**src/rtl/ddr_rd_seq.sv**
```systemverilog
module ddr_rd_seq #(
  parameter int BANK_W    = 2,
  parameter int ROW_W     = 13,
  parameter int COL_W     = 9,
  parameter int T_RCD     = 3,
  parameter int T_RP      = 3,
  parameter int CAS_LAT   = 2,
  parameter int BURST_LEN = 4,
  parameter int INIT_WAIT = 200
) (
  input  logic                            clk,
  input  logic                            rst_n,
  input  logic                            req_valid,
  output logic                            req_ready,
  input  logic [BANK_W+ROW_W+COL_W-1:0]   req_addr,
  input  logic                            req_close,
  output logic                            cmd_cs_n,
  output logic                            cmd_ras_n,
  output logic                            cmd_cas_n,
  output logic                            cmd_we_n,
  output logic [BANK_W-1:0]               cmd_bank,
  output logic [ROW_W-1:0]                cmd_addr,
  output logic                            rd_valid
);

  localparam int NB         = 1 << BANK_W;
  localparam int ADDR_W     = BANK_W + ROW_W + COL_W;
  localparam int BURST_CYC  = BURST_LEN / 2;
  localparam int PIPE       = CAS_LAT + BURST_CYC - 1;
  localparam int DRAIN_OPEN = CAS_LAT + BURST_CYC - 1;
  localparam int DRAIN_AP   = DRAIN_OPEN + T_RP;
  localparam int CNT_W      = $clog2(INIT_WAIT + DRAIN_AP + T_RCD + T_RP + 2) + 1;
  localparam int SINCE_W    = $clog2(T_RCD + T_RP + 2) + 1;

  localparam logic [CNT_W-1:0] C_INIT  = CNT_W'(INIT_WAIT - 1);
  localparam logic [CNT_W-1:0] C_RP    = CNT_W'(T_RP - 1);
  localparam logic [CNT_W-1:0] C_RCD   = CNT_W'(T_RCD - 1);
  localparam logic [CNT_W-1:0] C_DOPEN = CNT_W'(DRAIN_OPEN);
  localparam logic [CNT_W-1:0] C_DAP   = CNT_W'(DRAIN_AP);
  localparam logic [CNT_W-1:0] C_ONE   = CNT_W'(1);

  typedef enum logic [2:0] {
    S_INIT, S_IDLE, S_PRE, S_TRP, S_ACT, S_TRCD, S_RD, S_DRAIN
  } state_t;

  state_t                 st;
  logic [CNT_W-1:0]       cnt;
  logic [PIPE-1:0]        rd_pipe;
  logic [NB-1:0]          open_vld;
  logic [ROW_W-1:0]       open_row [NB];
  logic [BANK_W-1:0]      q_bank;
  logic [ROW_W-1:0]       q_row;
  logic [COL_W-1:0]       q_col;
  logic                   q_close;

  wire [BANK_W-1:0] a_bank = req_addr[ADDR_W-1 -: BANK_W];
  wire [ROW_W-1:0]  a_row  = req_addr[COL_W +: ROW_W];
  wire [COL_W-1:0]  a_col  = req_addr[COL_W-1:0];
  wire              acc    = req_valid && req_ready;

  function automatic logic [ROW_W-1:0] col_pins(input logic [COL_W-1:0] c, input logic ap);
    logic [ROW_W-1:0] a;
    a = '0;
    for (int i = 0; i < COL_W; i++) begin
      if (i < 10) a[i] = c[i];
      else        a[i+1] = c[i];
    end
    a[10] = ap;
    return a;
  endfunction

  assign req_ready = (st == S_IDLE);
  assign rd_valid  = |rd_pipe[PIPE-1:CAS_LAT-1];

  always_ff @(posedge clk or negedge rst_n) begin
    if (!rst_n) begin
      st       <= S_INIT;
      cnt      <= '0;
      rd_pipe  <= '0;
      open_vld <= '0;
      for (int b = 0; b < NB; b++) open_row[b] <= '0;
      q_bank   <= '0;
      q_row    <= '0;
      q_col    <= '0;
      q_close  <= 1'b0;
    end else begin
      rd_pipe <= {rd_pipe[PIPE-2:0], st == S_RD};
      case (st)
        S_INIT: begin
          if (cnt == C_INIT) begin
            st  <= S_IDLE;
            cnt <= '0;
          end else begin
            cnt <= cnt + C_ONE;
          end
        end
        S_IDLE: begin
          if (acc) begin
            q_bank  <= a_bank;
            q_row   <= a_row;
            q_col   <= a_col;
            q_close <= req_close;
            if (!open_vld[a_bank])                st <= S_ACT;
            else if (open_row[a_bank] != a_row)   st <= S_PRE;
            else                                  st <= S_RD;
          end
        end
        S_PRE: begin
          open_vld[q_bank] <= 1'b0;
          cnt <= C_RP;
          st  <= S_TRP;
        end
        S_TRP: begin
          if (cnt == C_ONE) st <= S_ACT;
          else              cnt <= cnt - C_ONE;
        end
        S_ACT: begin
          open_vld[q_bank] <= 1'b1;
          open_row[q_bank] <= q_row;
          cnt <= C_RCD;
          st  <= S_TRCD;
        end
        S_TRCD: begin
          if (cnt == C_ONE) st <= S_RD;
          else              cnt <= cnt - C_ONE;
        end
        S_RD: begin
          if (q_close) open_vld[q_bank] <= 1'b0;
          cnt <= q_close ? C_DAP : C_DOPEN;
          st  <= S_DRAIN;
        end
        S_DRAIN: begin
          if (cnt == C_ONE) st <= S_IDLE;
          else              cnt <= cnt - C_ONE;
        end
        default: st <= S_INIT;
      endcase
    end
  end

  always_comb begin
    cmd_cs_n  = 1'b0;
    cmd_ras_n = 1'b1;
    cmd_cas_n = 1'b1;
    cmd_we_n  = 1'b1;
    cmd_bank  = '0;
    cmd_addr  = '0;
    case (st)
      S_PRE: begin
        cmd_ras_n = 1'b0;
        cmd_we_n  = 1'b0;
        cmd_bank  = q_bank;
      end
      S_ACT: begin
        cmd_ras_n = 1'b0;
        cmd_bank  = q_bank;
        cmd_addr  = q_row;
      end
      S_RD: begin
        cmd_cas_n = 1'b0;
        cmd_bank  = q_bank;
        cmd_addr  = col_pins(q_col, q_close);
      end
      default: ;
    endcase
  end

  wire is_nop = !cmd_cs_n &&  cmd_ras_n &&  cmd_cas_n &&  cmd_we_n;
  wire is_act = !cmd_cs_n && !cmd_ras_n &&  cmd_cas_n &&  cmd_we_n;
  wire is_rd  = !cmd_cs_n &&  cmd_ras_n && !cmd_cas_n &&  cmd_we_n;
  wire is_pre = !cmd_cs_n && !cmd_ras_n &&  cmd_cas_n && !cmd_we_n;

  logic [CNT_W-1:0]   age;
  logic [SINCE_W-1:0] since_act;
  logic [SINCE_W-1:0] since_pre;

  always_ff @(posedge clk or negedge rst_n) begin
    if (!rst_n) begin
      age       <= '0;
      since_act <= '1;
      since_pre <= '1;
    end else begin
      if (age != '1) age <= age + C_ONE;
      if (is_act)              since_act <= SINCE_W'(1);
      else if (since_act != '1) since_act <= since_act + SINCE_W'(1);
      if (is_pre)              since_pre <= SINCE_W'(1);
      else if (since_pre != '1) since_pre <= since_pre + SINCE_W'(1);
    end
  end

  p_nop_idle_r1: assert property (@(posedge clk) disable iff (!rst_n)
    req_ready |-> is_nop);

  p_init_wait_r2: assert property (@(posedge clk) disable iff (!rst_n)
    (is_rd || req_ready) |-> age >= CNT_W'(INIT_WAIT));

  p_trcd_r5: assert property (@(posedge clk) disable iff (!rst_n)
    is_rd |-> since_act >= SINCE_W'(T_RCD));

  p_trp_r7: assert property (@(posedge clk) disable iff (!rst_n)
    is_act |-> since_pre >= SINCE_W'(T_RP));

  p_busy_burst_r9: assert property (@(posedge clk) disable iff (!rst_n)
    rd_valid |-> !req_ready);

  p_ap_closes_r10: assert property (@(posedge clk) disable iff (!rst_n)
    (is_rd && cmd_addr[10]) |=> !open_vld[q_bank]);

endmodule

```
**config.mk**
```make
export PLATFORM = sky130hd
export DESIGN_NAME = ddr_rd_seq
export DESIGN_NICKNAME = d
export VERILOG_FILES = /design/src/rtl/ddr_rd_seq.sv
export SDC_FILE = /design/constraint.sdc
export NUM_CORES = 1
export LEC_CHECK = 0
export BUFFER_PORTS_ARGS = -buffer_cell sky130_fd_sc_hd__buf_2
export CAP_MARGIN = 20
export CORE_MARGIN = 2
export CORE_UTILIZATION = 53
export DETAILED_ROUTE_END_ITERATION = 10
export GPL_TIMING_DRIVEN = 0
export PLACE_DENSITY = 0.75
export SLEW_MARGIN = 20
export SYNTH_ARGS = -nofsm -noshare
export SYNTH_HDL_FRONTEND = slang
export SYNTH_SLANG_ARGS = --single-unit
```
**constraint.sdc**
```tcl
create_clock -name clk -period 1.7 [get_ports clk]
set_input_delay 0.425 -clock clk [delete_from_list [all_inputs] [get_ports clk]]
set_output_delay 0.425 -clock clk [all_outputs]
set_load 0.01 [all_outputs]
```
Word-level counts from Yosys, hierarchy flattened
Cells that the tools add are included.
- bitwise gates (word level): 5
- reduce and logical (&&, ||, !) cells: 14
- eq/ne operators: 17
- multiplexer cells: 29
- $add $sub $neg: 2
- magnitude comparators: 6
- operator list (operator ; count):
    52-bit bitwise mux ; 1
    13-bit two-way mux ; 3
    9-bit one-hot mux with 4 select lines ; 1
    13-bit binary-select mux with 2-bit select ; 1
    13-bit demux with 2-bit select ; 1
    13-bit one-hot mux with 2 select lines ; 1
    3-bit two-way mux ; 8
    3-bit one-hot mux with 8 select lines ; 1
    9-bit two-way mux ; 2
    13-bit inequality test ; 1
    3-bit equality test (second input constant) ; 4
    2-bit inequality test (second input constant) ; 6
    4-bit one-hot mux with 3 select lines ; 1
    9-bit by 1-bit adder with 9-bit output (second input constant) ; 1
    9-bit by 1-bit equality test with 1-bit output (second input constant) ; 1
    9-bit by 8-bit equality test with 1-bit output (second input constant) ; 1
    9-bit by 1-bit subtractor with 9-bit output (second input constant) ; 1
    3-bit by 2-bit equality test with 1-bit output (second input constant) ; 2
    3-bit >= comparator (second input constant) ; 2
    2-bit by 3-bit less-than comparator with 1-bit output (second input constant) ; 2
    2-bit NOT with 3-bit output ; 2
    2-bit AND reduction ; 3
    3-bit OR reduction ; 2
    1-bit two-way mux ; 5
    other kinds (17) ; 20
- output and inout bits: 21
- logic and storage cells: 85
- bits of input ports: 28
- flip-flop bits (word level): 96

Depth between registers and ports, before layout
Gate-level depths: netlist of the first run.
- word-level depth: 9
- depth in mapped cells: 7
- gate-level depth less buffers: 7

Worst setup path after synthesis of the first run
OpenSTA, ideal clock, no wires.
- kind: flip-flop to flip-flop
- start point: register cnt[0]
- end point: register cnt[8]
- library setup time: 0.126 ns
- period minus slack after synthesis: 1.877 ns
- path slack: -0.177 ns
- stages on the path, launching flop included: 8
- path buffers: 0
- data required time: 1.574 ns
- data arrival time: 1.751 ns
- cells stage by stage: dfrtp_1 > inv_1 > ha_1 > or3b_2 > nor3_1 > nand3_1 > a21oi_1 > mux2i_1
- cells in the longest elaborated chain, start to end: 3
- elaborated cells on any way between the ends: 9
- those cells by class: add/sub: 2; eq/ne: 3; mux: 3; reduce/logical: 1
- ends and longest elaborated chain (element ; RTL line ; RTL):
    start: declaration ; 47 ; logic [CNT_W-1:0] cnt;
    start signal: assignment ; 94 ; cnt <= cnt + C_ONE;
    start signal: assignment ; 115 ; else cnt <= cnt - C_ONE;
    start signal: assignment ; 125 ; else cnt <= cnt - C_ONE;
    9-bit by 1-bit subtractor with 9-bit output, or another cell as far along ; 115, 125, 134 ;
    9-bit two-way mux, or another cell as far along ; 114, 124, 133 ;
    9-bit one-hot mux with 4 select lines / 2-bit AND reduction (equally long branches) ; n/a ;
Several ways; a longest one is shown, not always the timed one. The select of a mux whose other input is x is not followed.
A chain may end at the register's enable or synchronous reset.

Worst setup path in the final report of the first run
- start point: register st[2]
- end point: output cmd_addr[6]
- cells in the longest elaborated chain, start to end: 2
- elaborated cells on any way between the ends: 3
- those cells by class: eq/ne: 2; mux: 1
- ends and longest elaborated chain (element ; RTL line ; RTL):
    start: declaration ; 46 ; state_t st;
    start signal: assignment ; 77 ; st <= S_INIT;
    start signal: assignment ; 91 ; st <= S_IDLE;
    start signal: assignment ; 103 ; if (!open_vld[a_bank]) st <= S_ACT;
    3-bit equality test ; 148 ; case (st)
    13-bit one-hot mux with 2 select lines * ; 148 ;
    end: declaration ; 22 ; output logic [ROW_W-1:0] cmd_addr,
Every way passes the cells marked *; elsewhere a longest branch is shown, timed or not.

==> impl_metrics.toml, run 1 <==
[run_status]
status = "finished, violations left"
violations = "negative setup slack"

[finish]
drive_gt1_share_pct = 55.4
fin_nets = 501
antennaDiodeCount = 0
area_delta_synth_final_pct = 34.9
n_fill_cell = 527
final_area_um2 = 6440

[sta]
finalMaxSlewViolations = 0
period_minus_slack_ns = 2.15
fmax_ghz = 0.465
hold_violations = 0
setup_viol = 95
rsz0062_at_grt = "true"
skew_ns = 0.0145
finalCritPeriodShare_pct = 127
setup_slack_ns = -0.451

[drt]
drc_errors = 0
dr_total_vias = 3620
ant_nets = 0
first_pass_iters = 7
routed_wl_um = 13200
routedWlPerCell_um = 22.6
via_per_inst = 6.21
drt_iter0_drc = 223

[critical_path]
endpoint_kind = "output pin"
reg2reg_slack_ns = -0.27
path_delay_family = "buffers and inverters"
path_max_fanout = 5
critPathMaxStageDelay_ns = 0.40
cp_data_required_time_ns = 1.27
reg2reg_depth = 5
reg2reg_to = "cnt[3]"
startpoint_type = "register"
critical_path_class = "reg2out"
crit-reg2reg-launch = "cnt[4]"
worst-path-buf-inv = 3
path_cells = "clkbuf_8 -> and3b_2 -> buf_8 -> a22o_1 -> buf_2"
worst-path-stages = 5
critical_path.slowest_cell = "dfrtp_1"
arrival_ns = 1.73

[logic_synthesis]
synth_top_cell_by_area = "dfrtp_1"
async_flop_share_pct = 100
synthDistinctLibCells = 59
synth_sequential_area_ratio_pct = 50.3
synthCells = 363
synth_area_um2 = 4770
synth_nets = 394
synth_warnings = 0
avgSynthCellArea_um2 = 13.2
synth.ff_latch_count = 96
synth_ff_type = "dfrtp_1"
synth-edff-count = 0
synth_area_leaders = "dfrtp_1 50%, mux2_2 18%, mux4_1 5.0%"
synth_top_area_share_pct = 50.3

[floorplan]
io_pins = 49
die_area_um2 = 9780
die_x_um = 98.9
core_area_um2 = 8720
initial_core_util_pct = 54.7
rows = 34
die_h_um = 98.9

[pwr]
p_sw_uw = 4060
swShare_pct = 35.6
vdd_drop_max_mv = 0.875
internal_power_uw = 7360
p_leak_uw = 0.00295
p_comb_share_pct = 49.7
p_seq_share_pct = 36.7
p_clk_share_pct = 13.6
power_density_nw_per_um2 = 1770

[placed_design]
post-dp-hpwl_um = 7220
gp_congestion = 0.775
port_buffers = 46
placed_area_um2 = 5180
place_ws_ns = -0.626

[grt]
use_met1_pct = 35.1
grt_pass1_wl_um = 19300
grt_use_total_pct = 25.6
grt_use_met2_pct = 42.4
top_usage_layer = "met2"
antenna_found_initial = 0
grt_overflow_total = 0
grt_pass1_vias = 3614
met3_usage_pct = 4.04
grt_max_degree = 80

[clocking]
cts.sinks = 96
max-clock-path-buffers = 2
cts-root-buf = "clkbuf_8"
cts_max_level = 3
cts_buffers = 9
cts_tree = "yes"
clk_pin_slew_ns = 0.10
clk_latency_ns = 0.37

[min_path]
holdPathStages = 2
min_to = "q_col[2]"
hold_class = "in2reg"
worstHoldStart = "req_addr[2]"

[job]
cap_violations = 0
[state kept, by name, indices dropped and copies added, names as in the netlist, named ones only]
register,cells
cnt,9
open_row,52
q_bank,2
q_close,1
q_col,9
q_row,13
rd_pipe,3
st,3
[power groups by stage]
stage               sequential (uW)  combinational [uW]  clock [uW]
CTS                            4120                5000        1570
finish                         4190                5680        1550
global placement               4080                3640           0
detailed placement             4180                3780           0
global route                   4320                6010        1670
floorplan                      3900                2970           0
[worst register-to-register path, cell delays in order, from the launching register on]
cell and delay (ns):
dfrtp_2 0.43, or4_4 0.57, and4bb_4 0.41, o21ai_4 0.08, buf_6 0.14, a32o_1 0.24
[per-stage QoR]
step	util [%]	std cells	TNS, ns	hold WS [ns]	power (uW)
after floorplan	-	363	-2.34	0.129	6870
after global placement	59.1	517	-103.96	0.332	7720
after detailed placement	59.4	518	-36.62	0.277	7950
after CTS	70.4	570	-15.49	0.272	10700
after global routing	73.8	583	-22.96	0.276	12000
final	73.8	583	-18.90	0.278	11400
[cell type report]
cell class | count | area (um^2) | area share (%)
Buffer | 21 | 262 | 4.06
Clock buffer | 11 | 151 | 2.35
Clock inverter | 5 | 55.1 | 0.855
Inverter | 3 | 13.8 | 0.214
Multi-Input combinational cell | 239 | 2530 | 39.3
Sequential cell | 96 | 2410 | 37.4
Tap cell | 108 | 135 | 2.10
Timing Repair Buffer | 100 | 885 | 13.7
[cell usage in the layout (no fill, tap or decap), types with 4 or more instances in the layout]
cell type / count
buf_2: 39
nor2_1: 5
nand2b_1: 4
clkbuf_16: 4
and2_4: 5
mux4_2: 8
buf_12: 6
xnor2_1: 12
nand4_1: 4
a21oi_1: 6
o21ai_1: 4
nor3_1: 5
dfrtp_1: 91
a22o_1: 10
buf_6: 30
mux2_2: 41
o21ai_0: 5
mux4_1: 6
clkbuf_8: 12
a31oi_1: 4
a21oi_2: 4
buf_4: 26
dfrtp_2: 5
mux2_4: 36
nand2_1: 15
buf_8: 8
[how the worst max path moves through the flow]
stage,to,slack (ns),start
2_1_floorplan,cnt[3],-0.14,cnt[4]
3_3_place_gp,q_row[12],-0.71,rst_n
3_5_place_dp,cmd_addr[7],-0.63,st[0]
4_1_cts,cmd_addr[7],-0.44,st[1]
5_1_grt,cmd_addr[7],-0.47,st[1]
6_report,cmd_addr[6],-0.45,st[2]
[synth_stat cells (all sizes together) (7+ instances only)]
master / n
a21oi: 11
a22o: 10
and2: 7
buf: 14
clkbuf: 11
dfrtp: 96
mux2: 77
mux4: 14
nand2: 16
nor2: 8
nor3: 7
o21ai: 13
xnor2: 13
[timing repair]
item	4_1_cts	5_1_grt
hold endpoints to repair	17	0
resized for setup	118	52
setup buffers	34	16
pin swaps	10	18
hold buffers	1	0
setup endpoints to repair	112	108
gates cloned	3	4
[routing by layer]
metal / vias up / wire [um] / share of wire (%)
met5: - / 0 / 0
met4: 0 / 248 / 1.9
met3: 25 / 747 / 5.7
met2: 149 / 6670 / 51
met1: 1881 / 5500 / 42
li1: 1565 / - / -
[kinds of logic after synthesis]
| kind of cell | count (synthesis) | synth area share, % |
|---|---|---|
| flops | 96 | 50.3 |
| compound gates | 59 | 8.62 |
| xor+xnor | 15 | 2.75 |
| simple gates | 67 | 8.07 |
| mux | 94 | 26.1 |
| other cells | 1 | 0.0785 |
| fa+ha+maj | 3 | 0.786 |
| buf+inv | 28 | 3.28 |
Power figures use the tool's default switching activity.
==> run 2: changes to the inputs <==
--- a/config.mk
+++ b/config.mk
@@ -5,7 +5,7 @@
 export SDC_FILE = /design/constraint.sdc
 export NUM_CORES = 1
 export LEC_CHECK = 0
-export BUFFER_PORTS_ARGS = -buffer_cell sky130_fd_sc_hd__buf_2
+export BUFFER_PORTS_ARGS = -buffer_cell sky130_fd_sc_hd__buf_4
 export CAP_MARGIN = 20
 export CORE_MARGIN = 2
 export CORE_UTILIZATION = 53
==> run 2 against run 1 <==
  * First-iteration DRC count grew 43%
  * Non-clock buffer count is the same
  * Critical path depth is the same
  * Wire length grew 7.6%
  * Cell count is the same
  * Largest cell class unchanged
  * Clock power grew 8%
  * The run still ends with negative setup slack left
  * Largest power group unchanged
  * Sequential cell count is the same
  * Register-to-register slack lost 0.08 ns
  * Sequential share of layout area shrank 1.5 points
  * Sequential power grew 3%
==> impl_metrics.toml, run 2 (synthesized netlist as in run 1, its figures left out) <==
[run_status]
status = "finished, violations left"
violations = "negative setup slack"

[floorplan]
die_area_um2 = 9780
initial_core_util_pct = 54.7
die_x_um = 98.9
io_pins = 49
die_h_um = 98.9
core_area_um2 = 8720
rows = 34

[critical_path]
path_delay_family = "buffers and inverters"
endpoint_kind = "output pin"
cp_data_required_time_ns = 1.27
arrival_ns = 1.75
critical_path_class = "reg2out"
critical_path.slowest_cell = "dfrtp_1"
crit-reg2reg-launch = "cnt[4]"
worst-path-buf-inv = 3
path_cells = "clkbuf_8 -> and3b_2 -> buf_12 -> a22o_1 -> buf_6"
reg2reg_to = "cnt[3]"
reg2reg_depth = 6
critPathMaxStageDelay_ns = 0.43
path_max_fanout = 10
startpoint_type = "register"
reg2reg_slack_ns = -0.35

[placed_design]
place_ws_ns = -0.689
post-dp-hpwl_um = 7030
port_buffers = 46
gp_congestion = 0.764

[sta]
finalMaxSlewViolations = 0
slew_headroom_pct = 42.3
hold_violations = 0
finalCritPeriodShare_pct = 128
setup_slack_ns = -0.474
tns_ns = -26.78
worstMarginPinSlew_ns = 0.866
skew_ns = 0.0182
rsz0062_at_grt = "true"
period_minus_slack_ns = 2.17
fmax_ghz = 0.460
setup_viol = 111

[finish]
reg_top3 = "open_row x52, q_row x13"
largest_register_ffs = 52
area_delta_synth_final_pct = 40.6
fin_util_pct = 77.0
drive_gt1_share_pct = 57.5
layout_common_cells = "92 x dfrtp_1, 51 x buf_4, 44 x buf_6"
regMostFlops = "open_row"
fin_nets = 501
layout_commonest_cell = "dfrtp_1"
antennaDiodeCount = 0

[grt]
grt_pass1_vias = 3706
antenna_found_initial = 0
grt_pass1_wl_um = 20400
grt_max_degree = 97
grt_use_total_pct = 27.4
grt_overflow_total = 0

[clocking]
cts_buffers = 9
clk_latency_ns = 0.37
max-clock-path-buffers = 2
cts_max_level = 3
cts_tree = "yes"
clk_pin_slew_ns = 0.10
cts-root-buf = "clkbuf_8"
cts.sinks = 96

[pwr]
p_leak_uw = 0.00301
power_density_nw_per_um2 = 1800
vdd_drop_max_mv = 0.996

[drt]
ant_nets = 0
routed_wl_um = 14200
via_per_inst = 6.13
routedWlPerCell_um = 24.3
drc_errors = 0
dr_total_vias = 3576
first_pass_iters = 4
drt_iter0_drc = 320

[min_path]
hold_class = "in2async"

[job]
cap_violations = 0
-- run 2: cell types whose count changed in the layout (fill, tap and decap cells not counted), moves of 3 or more --
cell	previous run	this run
buf_12	6	9
buf_2	39	2
nand2_1	15	12
buf_6	30	44
buf_4	26	51
buf_8	8	5
-- run 2: worst max path at each step --
stage,slack (ns),depth (start not counted),end,startpoint
6_report,-0.47,5,cmd_addr[10],st[2]
3_3_place_gp,-0.64,4,cmd_addr[7],st[0]
5_1_grt,-0.52,6,cmd_addr[10],st[0]
2_1_floorplan,-0.14,5,cnt[3],cnt[4]
4_1_cts,-0.41,6,cmd_addr[12],st[1]
3_5_place_dp,-0.69,4,cmd_addr[7],st[0]
-- run 2: metrics by stage --
stage                     std cells  hold slack, ns  area (um^2)  total power [uW]
after floorplan                 363           0.129         4780              6870
after global placement          517           0.332         5270              7820
after detailed placement        517           0.371         5270              8040
after CTS                       572           0.182         6420             11200
after global routing            583           0.204         6710             12700
final                           583           0.138         6710             12100
-- run 2: repair_timing --
item | in CTS | in global routing
hold buffers | 0 | 0
pin swaps | 12 | 20
setup endpoints to repair | 112 | 112
setup buffers | 35 | 17
cloned | 6 | 2
resized for setup | 147 | 56
-- run 2: area by class of cell --
class                      count  area (um^2)
multi-input combinational    239         2630
sequential                    96         2410
fill                         471         2010
timing repair buffer         102         1050
buffer                        19          260
clock buffer                  11          141
tap                          108          135
clock inverter                 5         80.1
inverter                       3         13.8
-- run 2: routing by layer --
metal,vias up,track usage [%],wire (um)
li1,1552,-,-
met1,1855,37.1,5770
met2,131,44.1,7200
met3,38,3.97,788
met4,0,12.1,399
met5,-,0,0
-- run 2: power by group --
part / leakage [uW] / internal, uW / switching (uW)
sequential: 0.00119 / 3370 / 938
clock: 0.000106 / 868 / 810
combinational: 0.00172 / 3490 / 2630
==> run 3: changes to the inputs <==
--- a/config.mk
+++ b/config.mk
@@ -8,10 +8,10 @@
 export BUFFER_PORTS_ARGS = -buffer_cell sky130_fd_sc_hd__buf_4
 export CAP_MARGIN = 20
 export CORE_MARGIN = 2
-export CORE_UTILIZATION = 53
+export CORE_UTILIZATION = 60
 export DETAILED_ROUTE_END_ITERATION = 10
 export GPL_TIMING_DRIVEN = 0
-export PLACE_DENSITY = 0.75
+export PLACE_DENSITY = 0.8
 export SLEW_MARGIN = 20
 export SYNTH_ARGS = -nofsm -noshare
 export SYNTH_HDL_FRONTEND = slang
==> constraint.sdc (replaced) <==
create_clock -name clk -period 2.6 [get_ports clk]
set_input_delay 0.13 -clock clk [delete_from_list [all_inputs] [get_ports clk]]
set_output_delay 0.13 -clock clk [all_outputs]
set_load 0.01 [all_outputs]
==> run 3 against run 2 <==
  * The flow now finishes without violations
  * Clock skew is 0.0062 ns lower
  * Hold slack worse by 0.12 ns
  * Register-to-register slack better by 0.57 ns
  * First-iteration DRC count is 36% lower
  * Cell area is 17% lower
  * Wire length is 29% lower
  * Combinational power is 59% lower
  * Utilization is 4.5 points lower
  * Largest power group is now registers
  * Sequential power is 38% lower
==> impl_metrics.toml, run 3 (synthesized netlist as in run 1, its figures left out) <==
[critical_path]
reg2reg_to = "q_row[0]"
path_max_fanout = 10
endpoint_kind = "register"
cp_data_required_time_ns = 2.84
reg2reg_depth = 6
arrival_ns = 2.62
crit-reg2reg-launch = "st[2]"
cp-endpoint = "q_row[0]"
critPathLaunch = "st[2]"
critical_path_class = "reg2reg"
startpoint_type = "register"
reg2reg_slack_ns = 0.22

[sta]
fmax_ghz = 0.420
finalMaxSlewViolations = 0
worstMarginPinSlew_ns = 0.853
tns_ns = 0
finalCritPeriodShare_pct = 91.6
period_minus_slack_ns = 2.38
rsz0062_at_grt = "false"
slew_headroom_pct = 43.1
hold_violations = 0
skew_ns = 0.0120
setup_viol = 0

[clocking]
cts_max_level = 3
clk_pin_slew_ns = 0.10
cts.sinks = 96
cts-root-buf = "clkbuf_8"
post-cts-setup-buffers = 0
cts_tree = "yes"
max-clock-path-buffers = 2
cts_buffers = 9
clk_latency_ns = 0.36

[floorplan]
io_pins = 49
die_x_um = 93.2
initial_core_util_pct = 61.8
rows = 32
core_area_um2 = 7730
die_area_um2 = 8690
die_h_um = 93.2

[finish]
area_delta_synth_final_pct = 17.2
layout_common_cells = "96 x dfrtp_1, 77 x mux2_2, 46 x buf_4"
antennaDiodeCount = 0
regMostFlops = "open_row"
final_area_um2 = 5600
drive_gt1_share_pct = 38.3
largest_register_ffs = 52
fin_nets = 463
reg_top3 = "open_row x52, q_row x13"
fin_cells = 538
layout_commonest_cell = "dfrtp_1"

[drt]
routed_wl_um = 10100
via_per_inst = 6.01
ant_nets = 0
dr_total_vias = 3232
drc_errors = 0
first_pass_iters = 5
routedWlPerCell_um = 18.7
drt_iter0_drc = 204

[placed_design]
post-dp-hpwl_um = 6860
gp_congestion = 0.882
dp_cells = 511
port_buffers = 46
placed_area_um2 = 5250

[pwr]
vdd_drop_max_mv = 0.869
power_density_nw_per_um2 = 1130
p_leak_uw = 0.00253

[grt]
grt_pass1_wl_um = 16600
grt_max_degree = 97
grt_use_total_pct = 25.3
grt_pass1_vias = 3179
grt_overflow_total = 0
antenna_found_initial = 0

[min_path]
worstHoldStart = "req_addr[16]"
hold_class = "in2reg"

[run_status]
status = "completed"

[job]
cap_violations = 0
run 3: cell count changes in the layout (fill, tap and decap cells not counted), moves of 5 or more:
cell	delta
buf_2	+5
mux2_4	-38
buf_4	-5
mux2_2	+38
clkbuf_1	+8
o21ai_0	+6
buf_8	-5
buf_12	-8
dlygate4sd3_1	+12
buf_6	-40
run 3: metal layers:
metal | global-route usage (%) | vias up | wire length [um]
met5 | 0 | - | 0
met4 | 8.09 | 0 | 76
met3 | 4.59 | 7 | 440
met2 | 40.6 | 92 | 4970
met1 | 35.3 | 1646 | 4590
li1 | - | 1487 | -
run 3: critical path, stage by stage, from the launching register on:
cell and delay (ns):
dfrtp_1 0.38, clkbuf_1 0.21, nor2_1 0.24, and3_1 0.19, clkbuf_1 0.45, buf_2 0.42
mux2_2 0.37
run 3: timing repair:
action                                  in CTS  in global routing
hold buffers                                11                  1
endpoints found under the hold margin      106                  1
gates resized for setup                      0                  1
endpoints found under the setup margin       0                  8
run 3: through the flow:
| stage | hold slack, ns | setup slack, ns | utilization (%) | total power [uW] |
|---|---|---|---|---|
| after floorplan | -0.166 | 0.723 | - | 4480 |
| after global placement | 0.334 | 0.263 | 67.9 | 5080 |
| after detailed placement | 0.283 | 0.229 | 68.0 | 5220 |
| after CTS | 0.00114 | 0.0593 | 72.3 | 6340 |
| after global routing | 0.00134 | 0.0965 | 72.4 | 6720 |
| final | 0.0153 | 0.218 | 72.4 | 6310 |
run 3: final cells by class:
type | instances | area [um^2]
sequential | 96 | 2400
multi-input combinational | 239 | 2220
fill | 531 | 2130
timing repair buffer | 58 | 469
buffer | 25 | 146
clock buffer | 10 | 138
tap | 102 | 128
clock inverter | 5 | 86.3
inverter | 3 | 11.3
run 3: how the worst min path moves through the flow:
stage                      end  slack, ns  cells after the start
floorplan            async pin      -0.17                      0
global placement    rd_pipe[1]       0.33                      0
detailed placement    q_row[2]       0.28                      1
CTS                   q_col[1]      0.001                      2
global route          q_row[9]      0.001                      2
finish                q_row[7]       0.02                      2
run 3: report_power, final:
part           total, uW  switching, uW  internal, uW  leakage [uW]
Clock               1100            525           574      0.000114
Sequential          2680            482          2200       0.00119
Combinational       2530           1150          1380       0.00122
Total               6310           2160          4150       0.00253
